## src/rtl/ide_irq_combiner.sv

```systemverilog
module ide_irq_combiner #(
  parameter logic [7:0] MODE_ADDR = 8'h71,
  parameter logic [7:0] TIM0_ADDR = 8'h73,
  parameter logic [7:0] TIM1_ADDR = 8'h7B,
  parameter int         NCH       = 2
) (
  input  logic           clk,
  input  logic           rst_n,
  input  logic [NCH-1:0] chan_req,
  input  logic           acc_bm,
  input  logic           acc_chan,
  input  logic [7:0]     acc_addr,
  input  logic           acc_wr,
  input  logic [7:0]     acc_wdata,
  output logic [7:0]     acc_rdata,
  output logic           irq_out
);
  localparam logic [1:0] SLOT_MODE = 2'd1;
  localparam logic [1:0] SLOT_TIM  = 2'd3;

  logic [NCH-1:0] pend, mask, mask_nx;
  logic [7:0]     tim0, tim1, mode;
  logic           hit_mode, hit_t0, hit_t1;

  assign hit_mode = acc_bm ? (acc_addr[1:0] == SLOT_MODE) : (acc_addr == MODE_ADDR);
  assign hit_t0   = acc_bm ? (acc_addr[1:0] == SLOT_TIM && !acc_chan) : (acc_addr == TIM0_ADDR);
  assign hit_t1   = acc_bm ? (acc_addr[1:0] == SLOT_TIM &&  acc_chan) : (acc_addr == TIM1_ADDR);

  assign mask_nx = (acc_wr && hit_mode) ? acc_wdata[5:4] : mask;
  assign mode    = {2'b00, mask, pend, 2'b00};

  always_ff @(posedge clk or negedge rst_n) begin
    if (!rst_n) begin
      pend    <= '0;
      mask    <= '0;
      tim0    <= '0;
      tim1    <= '0;
      irq_out <= 1'b0;
    end else begin
      pend    <= chan_req;
      mask    <= mask_nx;
      irq_out <= |(chan_req & ~mask_nx);
      if (acc_wr && hit_t0) tim0 <= acc_wdata;
      if (acc_wr && hit_t1) tim1 <= acc_wdata;
    end
  end

  always_comb begin
    if (hit_mode)    acc_rdata = mode;
    else if (hit_t0) acc_rdata = tim0;
    else if (hit_t1) acc_rdata = tim1;
    else if (acc_bm) acc_rdata = 8'hFF;
    else             acc_rdata = 8'h00;
  end
endmodule


```

## config.mk

```make
export PLATFORM = sky130hd
export DESIGN_NAME = ide_irq_combiner
export DESIGN_NICKNAME = d
export VERILOG_FILES = /design/src/rtl/ide_irq_combiner.sv
export SDC_FILE = /design/constraint.sdc
export NUM_CORES = 1
export LEC_CHECK = 0
export CAP_MARGIN = 20
export CORE_MARGIN = 1.5
export CORE_UTILIZATION = 45
export CTS_CLUSTER_DIAMETER = 150
export DETAILED_ROUTE_END_ITERATION = 8
export DONT_BUFFER_PORTS = 1
export GPL_ROUTABILITY_DRIVEN = 1
export SLEW_MARGIN = 0
export SYNTH_ARGS = -nofsm -noshare
export SYNTH_HDL_FRONTEND = slang
export SYNTH_SLANG_ARGS = --single-unit
```

## constraint.sdc

```tcl
create_clock -name clk -period 2.8 [get_ports clk]
set_input_delay 0.14 -clock clk [delete_from_list [all_inputs] [get_ports clk]]
set_output_delay 0.14 -clock clk [all_outputs]
set_load 0.02 [all_outputs]
```

-- Word-level counts from Yosys, hierarchy flattened
Cells that the tools add are included.
- register bits after elaboration: 21
- input port bits: 23
- output and inout port bits: 9
- word-level logic and storage cells: 27
- eq/ne operators: 5
- muxes and demuxes: 8
- bitwise operators: 2
- reduce and logical (&&, ||, !) cells: 7
- operator list (cell ; number):
    8-bit two-way mux ; 4
    8-bit by 7-bit equality test with 1-bit output (second input constant) ; 3
    1-bit logical AND ; 5
    1-bit two-way mux ; 3
    2-bit AND ; 1
    2-bit by 1-bit equality test with 1-bit output (second input constant) ; 1
    2-bit equality test (second input constant) ; 1
    2-bit two-way mux ; 1
    2-bit NOT ; 1
    2-bit OR reduction ; 1
    1-bit logical NOT ; 1

-- Longest topological paths before layout
Gate-level depths: netlist of the first run.
- depth after elaboration: 7
- gate-level depth with buffers: 6
- gate-level depth less buffers: 4

-- Least setup slack after synthesis of the first run
No wires, ideal clock.
- path type: input to output
- start point: input port acc_addr[7]
- end point: output port acc_rdata[3]
- arrival: 1.293 ns
- required time: 2.660 ns
- slack: 1.367 ns
- stages: 4
- path buffers: 0
- cells stage by stage: and3b_4 -> a31o_4 -> nand3b_2 -> o21ai_0
- cells in the longest elaborated chain, start to end: 5
- elaborated cells on any way between the ends: 9
- those cells by class: eq/ne: 3; mux: 6
- RTL lines (element ; RTL line ; text):
    start, declared ; 12 ; input logic [7:0] acc_addr,
    8-bit by 7-bit equality test with 1-bit output ; 27 ; assign hit_t1 = acc_bm ? (acc_addr[1:0] == SLOT_TIM && acc_chan) : (acc_addr == TIM1_ADDR);
    1-bit two-way mux ; 27 ;
    8-bit two-way mux ; 51 ; else if (hit_t1) acc_rdata = tim1;
    8-bit two-way mux ; 50 ; else if (hit_t0) acc_rdata = tim0;
    8-bit two-way mux (*) ; 49 ; if (hit_mode) acc_rdata = mode;
    end, declared ; 15 ; output logic [7:0] acc_rdata,
Mark *: on every way between the ends. The rest lies on a longest branch, timed or not.

-- Final worst setup path of the first run
- start point: input port acc_addr[7]
- end point: output port acc_rdata[5]
The elaborated chain is that of the path after synthesis.

==> key figures, run 1 <==
Status
  – Status: finished, final reports clean

Floorplanning
  – Effective utilization at floorplan: 0.481
  – Die area: 0.00302 mm^2
  – Chip height: 54.9 um
  – Die Width: 54.9 um
  – Core box area: 0.00252 mm^2
  – FP Rows: 18
  – Top Ports: 32

Synthesis
  – Ys Warns: 0
  – Sequential-to-total area share from yosys stat: 0.433
  – Synth area leader: dfrtp_1
  – Post-synthesis average cell area: 12.9 um^2
  – Post-Syn Area: 0.00121 mm^2
  – FF+latch count, synth: 21
  – Syn Nets: around 120
  – EDFF count, synth: 0
  – Synth Flop Type: dfrtp_1
  – Cell variety after synth: 32
  – Synth top area cells: dfrtp_1 (43%), mux2_1 (10%), mux2_4 (9.9%)
  – Cell with the most instances after synthesis: dfrtp_1
  – Synth cell count leaders: dfrtp_1 (21), mux2_1 (11), mux2_4 (8)
  – Cells after Synth: 94
  – Async S/R FF share, synth: 1.00
  – Synth top area share: 0.433

Power and ir drop
  – Total Power: about 730 uW
  – Pleak: 0.589 nW
  – Max VDD drop: 0.000329 V
  – PwrDens: 538 mW/mm^2

STA
  – Tcrit/Tclk final: 0.570
  – Slew @ Worst Pin: between 800 and 900 ps
  – Final Hold Vio Count: 0
  – Fin crit period: 1590 ps
  – Fmax: 627 MHz
  – Max-slew violations: 0
  – Max_slew headroom: 0.403
  – Worst setup margin: approximately 1200 ps
  – # setup viols final: 0
  – WHS: 104 ps
  – Setup TNS: 0 ps
  – Clock Skew: roughly 0.38 ps
  – RSZ-0062 raised after global routing: no

Finish
  – Fillers: approximately 220
  – Final #Nets: between 100 and 150
  – Finished Cell Area: 0.00137 mm^2
  – Final core occ: 0.541
  – Antenna diodes: 0
  – Share of layout cells above drive strength 1: 0.271
  – Area grow syn2layout: 12.5%
  – Multi-input logic area: 643 um^2
  – Register area: 526 um^2
  – Post-Layout Cell Count: 137

Drt
  – Per-cell routed wire length: 17.3 um
  – Detailed-route via count: 820
  – Final WL: 2370 um
  – Via density: 5.99
  – DR iter-0 viols: 36
  – Pre-antenna DRT Iters: 4
  – Drc violations: 0
  – Routed Antenna Nets: 0

Global route
  – Antenna violations before repair: 0
  – All-Layer GR Usage: 0.181
  – Largest net degree at the start of global routing: 22
  – Vias in the first global route: 788
  – First-pass GRT wire length: ~3800 um
  – GRT overflow: 0

Worst setup path
  – Setup crit start: acc_addr[7]
  – Critical Path Source Type: primary input
  – Worst-path fanout max: 8
  – Reg-to-reg startpoint: mask[1]$_DFF_PN0_
  – CP Capture Type: output port
  – WS Path Type: in -> out
  – CP peak stage delay: 600 ps
  – Worst R2R Setup Slack: 1920 ps
  – CP required: 2660 ps
  – Slowest cell on crit path: o21ai_0
  – WP data arrival: between 1000 and 1500 ps
  – CP Cell Sequence: and3b_4 -> a31o_4 -> nand3b_2 -> o21ai_0

Clock tree
  – Setup bufs post-CTS: 0
  – Clk Latency, worst-skew pair: 290 ps
  – Post_cts resized: 0
  – Clock transition at path regs: 100 ps
  – H-tree depth: 1
  – Total CTS buffers: 3
  – Clk buf depth: 2
  – TritonCTS clock tree: built
  – Post-CTS Hold Fix Bufs: 11
  – Clk root buf: clkbuf_4
  – CTS Sinks: 21

Place
  – Post-Place Cell Area: 0.00123 mm^2
  – Placer congestion estimate: 0.739
  – Hpwl dp: approximately 1800 um
  – # port buffers: 0
  – DP Cell Count: approximately 120
  – Setup WS pre-CTS: 1220 ps

Worst hold path
  – Worst Hold Class: in -> reg
  – Worst hold path startpoint: acc_wdata[5]

Run
  – MaxCap Viol Count: 0
[cells by family (layout without fill, tap and decap cells)]
kind of cell | Yosys count | after routing | share of synthesized area
AOI/OAI and AO/OA | 24 | 24 | 0.175
buffers and inverters | 8 | 21 | 0.0371
DFF | 21 | 21 | 0.433
muxes | 21 | 21 | 0.220
and+or+nand+nor | 20 | 20 | 0.135
[report_power, final]
| part | leakage [nW] | total [mW] | switching (mW) | internal [mW] |
|---|---|---|---|---|
| clock network | 0.0150 | 0.140 | 0.0846 | 0.0555 |
| logic | 0.319 | 0.185 | 0.0806 | 0.105 |
| registers | 0.255 | 0.410 | 0.0409 | 0.369 |
[state kept, by name, summed over array words and instances (netlist names)]
name / cells
pend: 2
tim0: 8
tim1: 8
mask: 2
irq_out: 1
[final cells by class]
class                   count  area share
multi-input cells          65       0.471
repair buffers             11      0.0807
well taps                  30      0.0275
flip-flops and latches     21       0.385
clock buffers               4      0.0192
inverters                   6      0.0165
[worst max-delay path: cells and delay by family]
family	cells	cell delay, ps
AOI/OAI and AO/OA	2	800
and+or+nand+nor	2	510
[worst paths after layout]
kind / end / cells after the start
max: acc_rdata[5] / 4
min: irq_out$_DFF_PN0_ / 2
max reg2reg: irq_out$_DFF_PN0_ / 2
min reg2reg: tim1[1]$_DFFE_PN0P_ / 1
max in group asynchronous: tim0[5]$_DFFE_PN0P_ / 1
min in group asynchronous: tim1[2]$_DFFE_PN0P_ / 1
[layer usage]
layer  track usage  wire length (um)  vias to the layer above
li1              -                 -                      383
met2         0.274              1070                       32
met1         0.251              1080                      401
met3        0.0403               178                        4
met5             0                 0                        -
met4        0.0732                34                        0
[layout by cell type, fill, tap and decap left out, drive strengths merged]
master and n:
a211oi 2, a21oi 4, a311o 2, a31o 1, a31oi 1, a41o 1, a41oi 2, and2 2
and3b 1, clkbuf 4, dfrtp 21, dlygate4sd3 11, inv 6, mux2 21, nand2 3, nand2b 1
nand3b 1, nand4 1, nand4b 1, nor2 3, nor2b 7, o211a 1, o21ai 4, o221a 4
o22ai 2
Power figures use the tool's default switching activity.
==> run 2, diff against run 1 <==
- ABC_AREA: not set -> 1
- clock period: 2.8 -> 1.3 ns (I/O delays scaled with it)
==> run 2 against run 1 <==
Against the previous run:
- critical path depth up 2
- clock power up 140%
- non-clock buffer count up 5
- sequential cell count unchanged
- core utilization up 1.1 points
- synthesized area down 2.8%
- setup slack worse by 1200 ps
==> key figures, run 2 <==
Worst setup path
  – Most used cell, CP: nand2_1
  – Critical Path Source Type: flip-flop (was primary input)
  – Worst R2R Setup Slack: 610 ps (was 1920 ps)
  – Slowest cell on crit path: dfrtp_1 (was o21ai_0)
  – CP required: 1240 ps (was 2660 ps)
  – CP Capture Type: output port (unchanged)
  – WP data arrival: 1180 ps (was 1450 ps)
  – CP peak stage delay: 390 ps (was 600 ps)
  – Worst-path fanout max: 2 (was 8)
  – Reg-to-reg startpoint: tim0[5]$_DFFE_PN0P_ (was mask[1]$_DFF_PN0_)
  – WS Path Type: reg -> out (was in -> out)
  – Reg-to-Reg End: tim0[5]$_DFFE_PN0P_ (was irq_out$_DFF_PN0_)
  – CP Cell Sequence: inv_1 -> nand2_1 -> nand2_1 -> nand2_1 -> nand3_1 -> nand2_2 (was and3b_4 -> a31o_4 -> nand3b_2 -> o21ai_0)
  – R2R cell count: 2 (unchanged)

STA
  – Slew @ Worst Pin: 959 ps (was 893 ps)
  – Final Hold Vio Count: 0 (unchanged)
  – Fin crit period: 1250 ps
  – RSZ-0062 raised after global routing: no (unchanged)
  – Clock Skew: 2.76 ps (was 0.383 ps)
  – # setup viols final: 0 (unchanged)
  – Fmax: approximately 800 MHz
  – Max-slew violations: 0 (unchanged)
  – Setup TNS: 0 ps (unchanged)
  – Tcrit/Tclk final: 0.958
  – Max_slew headroom: 0.358 (was 0.403)

Drt
  – M1 wire length: 1160 um (was 1080 um)
  – Detailed-route via count: 1046 (was 820)
  – Met2 WL: 1240 um (was 1070 um)
  – Via density: 5.26 (was 5.99)
  – Met3 WL: 136 um (was 178 um)
  – Routed Antenna Nets: 0 (unchanged)
  – Pre-antenna DRT Iters: 4 (unchanged)
  – DR top layer: met4 (unchanged)
  – Drc violations: 0 (unchanged)
  – DR iter-0 viols: 18 (was 36)
  – Per-cell routed wire length: 13.0 um (was 17.3 um)
  – Final WL: 2580 um (was 2370 um)

Global route
  – Antenna violations before repair: 0 (unchanged)
  – All-Layer GR Usage: 0.191 (was 0.181)
  – GRT overflow: 0 (unchanged)
  – Largest net degree at the start of global routing: 22 (unchanged)
  – First-pass GRT wire length: 3970 um (was 3780 um)
  – Vias in the first global route: 933 (was 788)

Synthesis
  – Post-synthesis average cell area: 7.76 um^2 (was 12.9 um^2)
  – Cells after Synth: 152 (was 94)
  – Async S/R FF share, synth: 1.00 (unchanged)
  – Post-Syn Area: 0.00118 mm^2 (was 0.00121 mm^2)
  – Sequential-to-total area share from yosys stat: 0.445 (was 0.433)
  – Post-synthesis xor/xnor area fraction: 0 (unchanged)
  – Synth cell count leaders: nand2_1 (53), o21ai_0 (22), dfrtp_1 (21) (was dfrtp_1 (21), mux2_1 (11), mux2_4 (8))
  – Syn Nets: 175 (was 117)
  – Synth Area in Simple Gates: 0.316 (was 0.135)
  – Synth top area share: 0.445 (was 0.433)
  – Post-synthesis compound-gate area fraction: 0.153 (was 0.175)
  – Cell variety after synth: 17 (was 32)
  – Ys Warns: 0 (unchanged)
  – Synth Area in Adders: 0 (unchanged)
  – Largest family of logic cells by synthesized area: simple AND/OR/NAND/NOR gates (was multiplexers)
  – Mux contribution to synthesized area: 0 (was 0.220)
  – FF+latch count, synth: 21 (unchanged)
  – Synth area leader: dfrtp_1 (unchanged)
  – Synth Flop Type: dfrtp_1 (unchanged)
  – Cell with the most instances after synthesis: nand2_1 (was dfrtp_1)
  – EDFF count, synth: 0 (unchanged)
  – Synth top area cells: dfrtp_1 (45%), nand2_1 (17%), o21ai_0 (9.3%) (was dfrtp_1 (43%), mux2_1 (10%), mux2_4 (9.9%))

Floorplanning
  – FP Rows: 18 (unchanged)
  – Chip height: 54.2 um (was 54.9 um)
  – Die Width: 54.2 um (was 54.9 um)
  – Core box area: 0.00248 mm^2 (was 0.00252 mm^2)
  – Top Ports: 32 (unchanged)
  – Die area: 0.00294 mm^2 (was 0.00302 mm^2)
  – Effective utilization at floorplan: 0.476 (was 0.481)

Finish
  – Final #Nets: 193 (was 131)
  – Leading cell types in the layout, fill and taps excluded: nand2_1 (50), o21ai_0 (21), dfrtp_1 (21), inv_1 (16) (was dfrtp_1 (21), mux2_1 (11), dlygate4sd3_1 (11), mux2_4 (8), inv_1 (6))
  – Share of layout cells above drive strength 1: 0.154 (was 0.271)
  – Register area: 526 um^2 (unchanged)
  – Multi-input logic area: 561 um^2 (was 643 um^2)
  – Most common cell after layout, fill and taps aside: nand2_1 (was dfrtp_1)
  – Fillers: 250 (was 221)
  – Area grow syn2layout: 16.0% (was 12.5%)
  – Antenna diodes: 0 (unchanged)
  – Registers with the most flip-flops: tim0 (8), tim1 (8) (unchanged)

Power and ir drop
  – Comb pwr share: 0.251 (was 0.252)
  – PwrDens: 1120 mW/mm^2 (was 538 mW/mm^2)
  – Pleak: 0.690 nW (was 0.589 nW)
  – Max VDD drop: 0.000792 V (was 0.000329 V)
  – Total Power: 1.54 mW (was 735 uW)
  – Int Pwr: 1.02 mW (was 529 uW)
  – NetSw: 516 uW (was 206 uW)
  – Reg power frac: 0.534 (was 0.557)
  – Clk pwr share: 0.214 (was 0.191)
  – Sw frac: 0.335 (was 0.280)

Worst hold path
  – Hold Crit Depth: 3 (was 2)
  – Worst hold path startpoint: acc_addr[1] (was acc_wdata[5])
  – Hold endpoint: mask[1]$_DFF_PN0_ (was irq_out$_DFF_PN0_)
  – Worst Hold Class: in -> reg (unchanged)

Place
  – # port buffers: 0 (unchanged)
  – Placer congestion estimate: 0.778 (was 0.739)
  – Hpwl dp: 1950 um (was 1770 um)

Status
  – Status: finished, final reports clean (unchanged)

Clock tree
  – Clock transition at path regs: 130 ps (was 100 ps)
  – Clk root buf: clkbuf_4 (unchanged)
  – TritonCTS clock tree: built (unchanged)
  – CTS Sinks: 21 (unchanged)
  – Total CTS buffers: 3 (unchanged)
  – Clk Latency, worst-skew pair: 310 ps (was 290 ps)
  – Clk buf depth: 2 (unchanged)
  – H-tree depth: 1 (unchanged)
  – Setup bufs post-CTS: 0 (unchanged)

Run
  – MaxCap Viol Count: 0 (unchanged)
==> run 2: cell types whose count changed in the layout (fill, tap and decap cells not counted), moves of 5 or more <==
| cell | delta |
|---|---|
| nand2_1 | +48 |
| o21ai_0 | +17 |
| nand3_1 | +12 |
| mux2_1 | -11 |
| inv_1 | +10 |
| mux2_4 | -8 |
| nand2_2 | +5 |
==> run 2: power groups by stage <==
stage,Combinational (mW),Sequential (mW),Clock (mW)
finish,0.387,0.823,0.330
global placement,0.326,0.833,0
CTS,0.385,0.822,0.334
floorplan,0.268,0.819,0
detailed placement,0.337,0.836,0
global route,0.438,0.836,0.362
==> run 2: stage by stage <==
stage	std cells	util	hold slack [ps]	setup slack, ps	cell area, um^2
floorplan	152	-	-231	238	1180
global placement	183	0.490	-230	199	1210
detailed placement	183	0.490	-230	151	1210
CTS	199	0.549	15.5	42.7	1360
global route	199	0.553	24.5	5.59	1370
finish	199	0.553	11.4	54.5	1370
==> run 2: what timing repair did <==
item	in CTS	in global routing
hold buffers	12	0
endpoints found under the hold margin	42	0
resized for setup	0	5
setup endpoints to repair	0	4
==> run 2: kinds of logic (layout without fill, tap and decap cells) <==
logic type	after synthesis	count (layout)
buffers and inverters	21	38
flip-flops	21	21
AO/OA/AOI/OAI	30	30
AND/OR/NAND/NOR	80	80
==> run 2: per-layer routing <==
layer	GRT usage	up-vias
met5	0	-
met4	0.0750	0
met3	0.0417	6
met2	0.319	31
met1	0.239	487
li1	-	522
==> run 2: worst max-delay path by stage <==
stage / start / end / slack, ps / cells after the start
finish: tim1[4]$_DFFE_PN0P_ / acc_rdata[4] / 50 / 6
detailed placement: acc_addr[6] / acc_rdata[0] / 150 / 8
CTS: tim1[4]$_DFFE_PN0P_ / acc_rdata[4] / 40 / 6
floorplan: acc_addr[6] / acc_rdata[0] / 240 / 7
global route: tim1[4]$_DFFE_PN0P_ / acc_rdata[4] / 6 / 6
global placement: acc_addr[6] / acc_rdata[1] / 200 / 8
==> run 2: final cells by class <==
class | count | area share
multi-input cells | 110 | 0.410
flip-flops and latches | 21 | 0.384
repair buffers | 16 | 0.110
inverters | 18 | 0.0494
well taps | 30 | 0.0274
clock buffers | 3 | 0.0165
clock inverters | 1 | 0.00366
==> run 2: worst max-delay path, delay by kind of cell, from the launching register on <==
| family | cells | cell delay (ps) |
|---|---|---|
| buffers and inverters | 1 | 100 |
| flip-flops | 1 | 390 |
| AND/OR/NAND/NOR | 5 | 370 |
==> run 3, diff against run 2 <==
- CORE_UTILIZATION: 45 -> 51
- PLACE_DENSITY: not set -> 0.66
- clock period: 1.3 -> 1.4 ns (I/O delays scaled with it)
==> run 3 against run 2 <==
Against the previous run:
- sequential power shrank 7.9%
- total power shrank 9.0%
- wire length shrank 6.8%
- final cell count shrank 1.0%
- final area shrank 0.82%
- global-route usage grew 2.6 points
- setup slack gained 100 ps
- non-clock buffer count is the same
- worst hold slack gained 13 ps
- core utilization grew 6.7 points
- highest routed layer unchanged
==> key figures, run 3 (synthesized netlist as in run 2, its figures left out) <==
Worst setup path
  – Critical Path Source Type: flip-flop (unchanged)
  – Slowest cell on crit path: dfrtp_1 (unchanged)
  – Most used cell, CP: nand2_1 (unchanged)
  – Worst-path fanout max: 2 (unchanged)
  – Worst Path Buf+Inv: 1 (unchanged)
  – CP top delay family: simple AND/OR/NAND/NOR gates (was flip-flops)
  – CP peak stage delay: 380 ps (was 390 ps)
  – CP required: 1330 ps (was 1240 ps)
  – CP Capture Type: output port (unchanged)
  – WP data arrival: 1170 ps (was 1180 ps)
  – WS Path Type: reg -> out (unchanged)
  – CP Cell Sequence: inv_1 -> nand2_1 -> nand2_1 -> nand2_1 -> nand3_1 -> nand2_1 (was inv_1 -> nand2_1 -> nand2_1 -> nand2_1 -> nand3_1 -> nand2_2)

Global route
  – GRT overflow: 0 (unchanged)
  – Vias in the first global route: 994 (was 933)
  – Largest net degree at the start of global routing: 22 (unchanged)
  – First-pass GRT wire length: 4200 um (was 3970 um)
  – All-Layer GR Usage: 0.217 (was 0.191)
  – Antenna violations before repair: 0 (unchanged)

Drt
  – Pre-antenna DRT Iters: 4 (unchanged)
  – DR iter-0 viols: 36 (was 18)
  – Via density: 5.12 (was 5.26)
  – Detailed-route via count: 1008 (was 1046)
  – Per-cell routed wire length: 12.2 um (was 13.0 um)
  – Final WL: 2400 um (was 2580 um)
  – Drc violations: 0 (unchanged)
  – Routed Antenna Nets: 0 (unchanged)

Clock tree
  – Total CTS buffers: 3 (unchanged)
  – Clk Latency, worst-skew pair: 300 ps (was 310 ps)
  – CTS Sinks: 21 (unchanged)
  – Setup bufs post-CTS: 0 (unchanged)
  – Clock transition at path regs: 110 ps (was 130 ps)
  – TritonCTS clock tree: built (unchanged)
  – H-tree depth: 1 (unchanged)
  – Clk buf depth: 2 (unchanged)
  – Clk root buf: clkbuf_4 (unchanged)

Floorplanning
  – Die area: 0.00261 mm^2 (was 0.00294 mm^2)
  – Top Ports: 32 (unchanged)
  – Effective utilization at floorplan: 0.539 (was 0.476)
  – Die Width: 51.1 um (was 54.2 um)
  – Core box area: 0.00219 mm^2 (was 0.00248 mm^2)
  – FP Rows: 17 (was 18)
  – Chip height: 51.1 um (was 54.2 um)

STA
  – # setup viols final: 0 (unchanged)
  – Tcrit/Tclk final: 0.887
  – Max_slew headroom: 0.395 (was 0.358)
  – Clock Skew: 0.575 ps (was 2.76 ps)
  – Final Hold Vio Count: 0 (unchanged)
  – Max-slew violations: 0 (unchanged)
  – Slew @ Worst Pin: 905 ps (was 959 ps)
  – RSZ-0062 raised after global routing: no (unchanged)
  – Fmax: 805 MHz
  – Fin crit period: about 1200 ps
  – WHS: 24.7 ps (was 11.4 ps)
  – Setup TNS: 0 ps (unchanged)

Place
  – # port buffers: 0 (unchanged)
  – Hpwl dp: 1760 um (was 1950 um)
  – Placer congestion estimate: 0.794 (was 0.778)
  – DP Cell Count: 181 (was 183)

Finish
  – Registers with the most flip-flops: tim0 (8), tim1 (8) (unchanged)
  – Leading cell types in the layout, fill and taps excluded: nand2_1 (53), o21ai_0 (22), dfrtp_1 (21), inv_1 (17) (was nand2_1 (50), o21ai_0 (21), dfrtp_1 (21), inv_1 (16))
  – Area grow syn2layout: 15.1% (was 16.0%)
  – Antenna diodes: 0 (unchanged)
  – Most common cell after layout, fill and taps aside: nand2_1 (unchanged)
  – Final #Nets: 193 (unchanged)
  – Share of layout cells above drive strength 1: 0.124 (was 0.154)
  – Post-Layout Cell Count: 197 (was 199)

Power and ir drop
  – PwrDens: 1030 mW/mm^2 (was 1120 mW/mm^2)
  – Max VDD drop: 0.000679 V (was 0.000792 V)
  – Pleak: 0.689 nW (was 0.690 nW)

Worst hold path
  – Worst Hold Class: in -> reg (unchanged)

Status
  – Status: finished, final reports clean (unchanged)

Run
  – MaxCap Viol Count: 0 (unchanged)
[run 3: cell types whose count changed in the layout (fill, tap and decap cells not counted), sizes merged]
cell | previous run | this run
clkbuf | 3 | 4
clkinv | 1 | 0
[run 3: cell type report]
cell class	count	area, um^2
Inverter	18	67.6
Clock buffer	4	26.3
Tap cell	28	35.0
Timing Repair Buffer	16	150
Multi-Input combinational cell	110	553
Fill cell	212	833
Sequential cell	21	526
[run 3: tightest hold or removal path, stage by stage]
cell and delay, ps:
nor2_1 60, nand4_1 110, nand2_1 50
[run 3: where the power goes]
| part | leakage (nW) | switching (mW) | internal, mW |
|---|---|---|---|
| clock network | 0.0150 | 0.183 | 0.111 |
| logic | 0.416 | 0.222 | 0.127 |
| registers | 0.258 | 0.0438 | 0.714 |
[run 3: per-layer routing]
metal  global-route usage  up-vias  part of all wire
met2                0.342       38              0.47
met5                    0        -                 0
li1                     -      523                 -
met1                0.296      442              0.45
met4               0.0811        0             0.020
met3               0.0409        5             0.068
[run 3: path summary, 6_finish.rpt]
check / to / depth (start not counted) / from / slack (ps)
setup / recovery: acc_rdata[3] / 6 / tim1[3]$_DFFE_PN0P_ / 160
hold / removal: mask[1]$_DFF_PN0_ / 3 / acc_addr[1] / 20
setup reg to reg: tim0[2]$_DFFE_PN0P_ / 2 / tim0[2]$_DFFE_PN0P_ / 710
hold reg to reg: mask[1]$_DFF_PN0_ / 2 / mask[1]$_DFF_PN0_ / 500
max in group asynchronous: mask[0]$_DFF_PN0_ / 1 / rst_n / 520
min in group asynchronous: tim0[2]$_DFFE_PN0P_ / 1 / rst_n / 320
[run 3: through the flow]
stage                     total power, mW  cell area [um^2]  setup slack [ps]   util
after floorplan                      1.01              1180               328      -
after global routing                 1.49              1360              57.1  0.620
after CTS                            1.40              1360               162  0.620
after global placement               1.07              1210               312  0.553
final                                1.40              1360               158  0.620
after detailed placement             1.08              1210               268  0.553
[run 3: what timing repair did]
action | in CTS | in global routing
hold buffers | 12 | 0
resized for setup | 0 | 0
hold endpoints to repair | 42 | 0
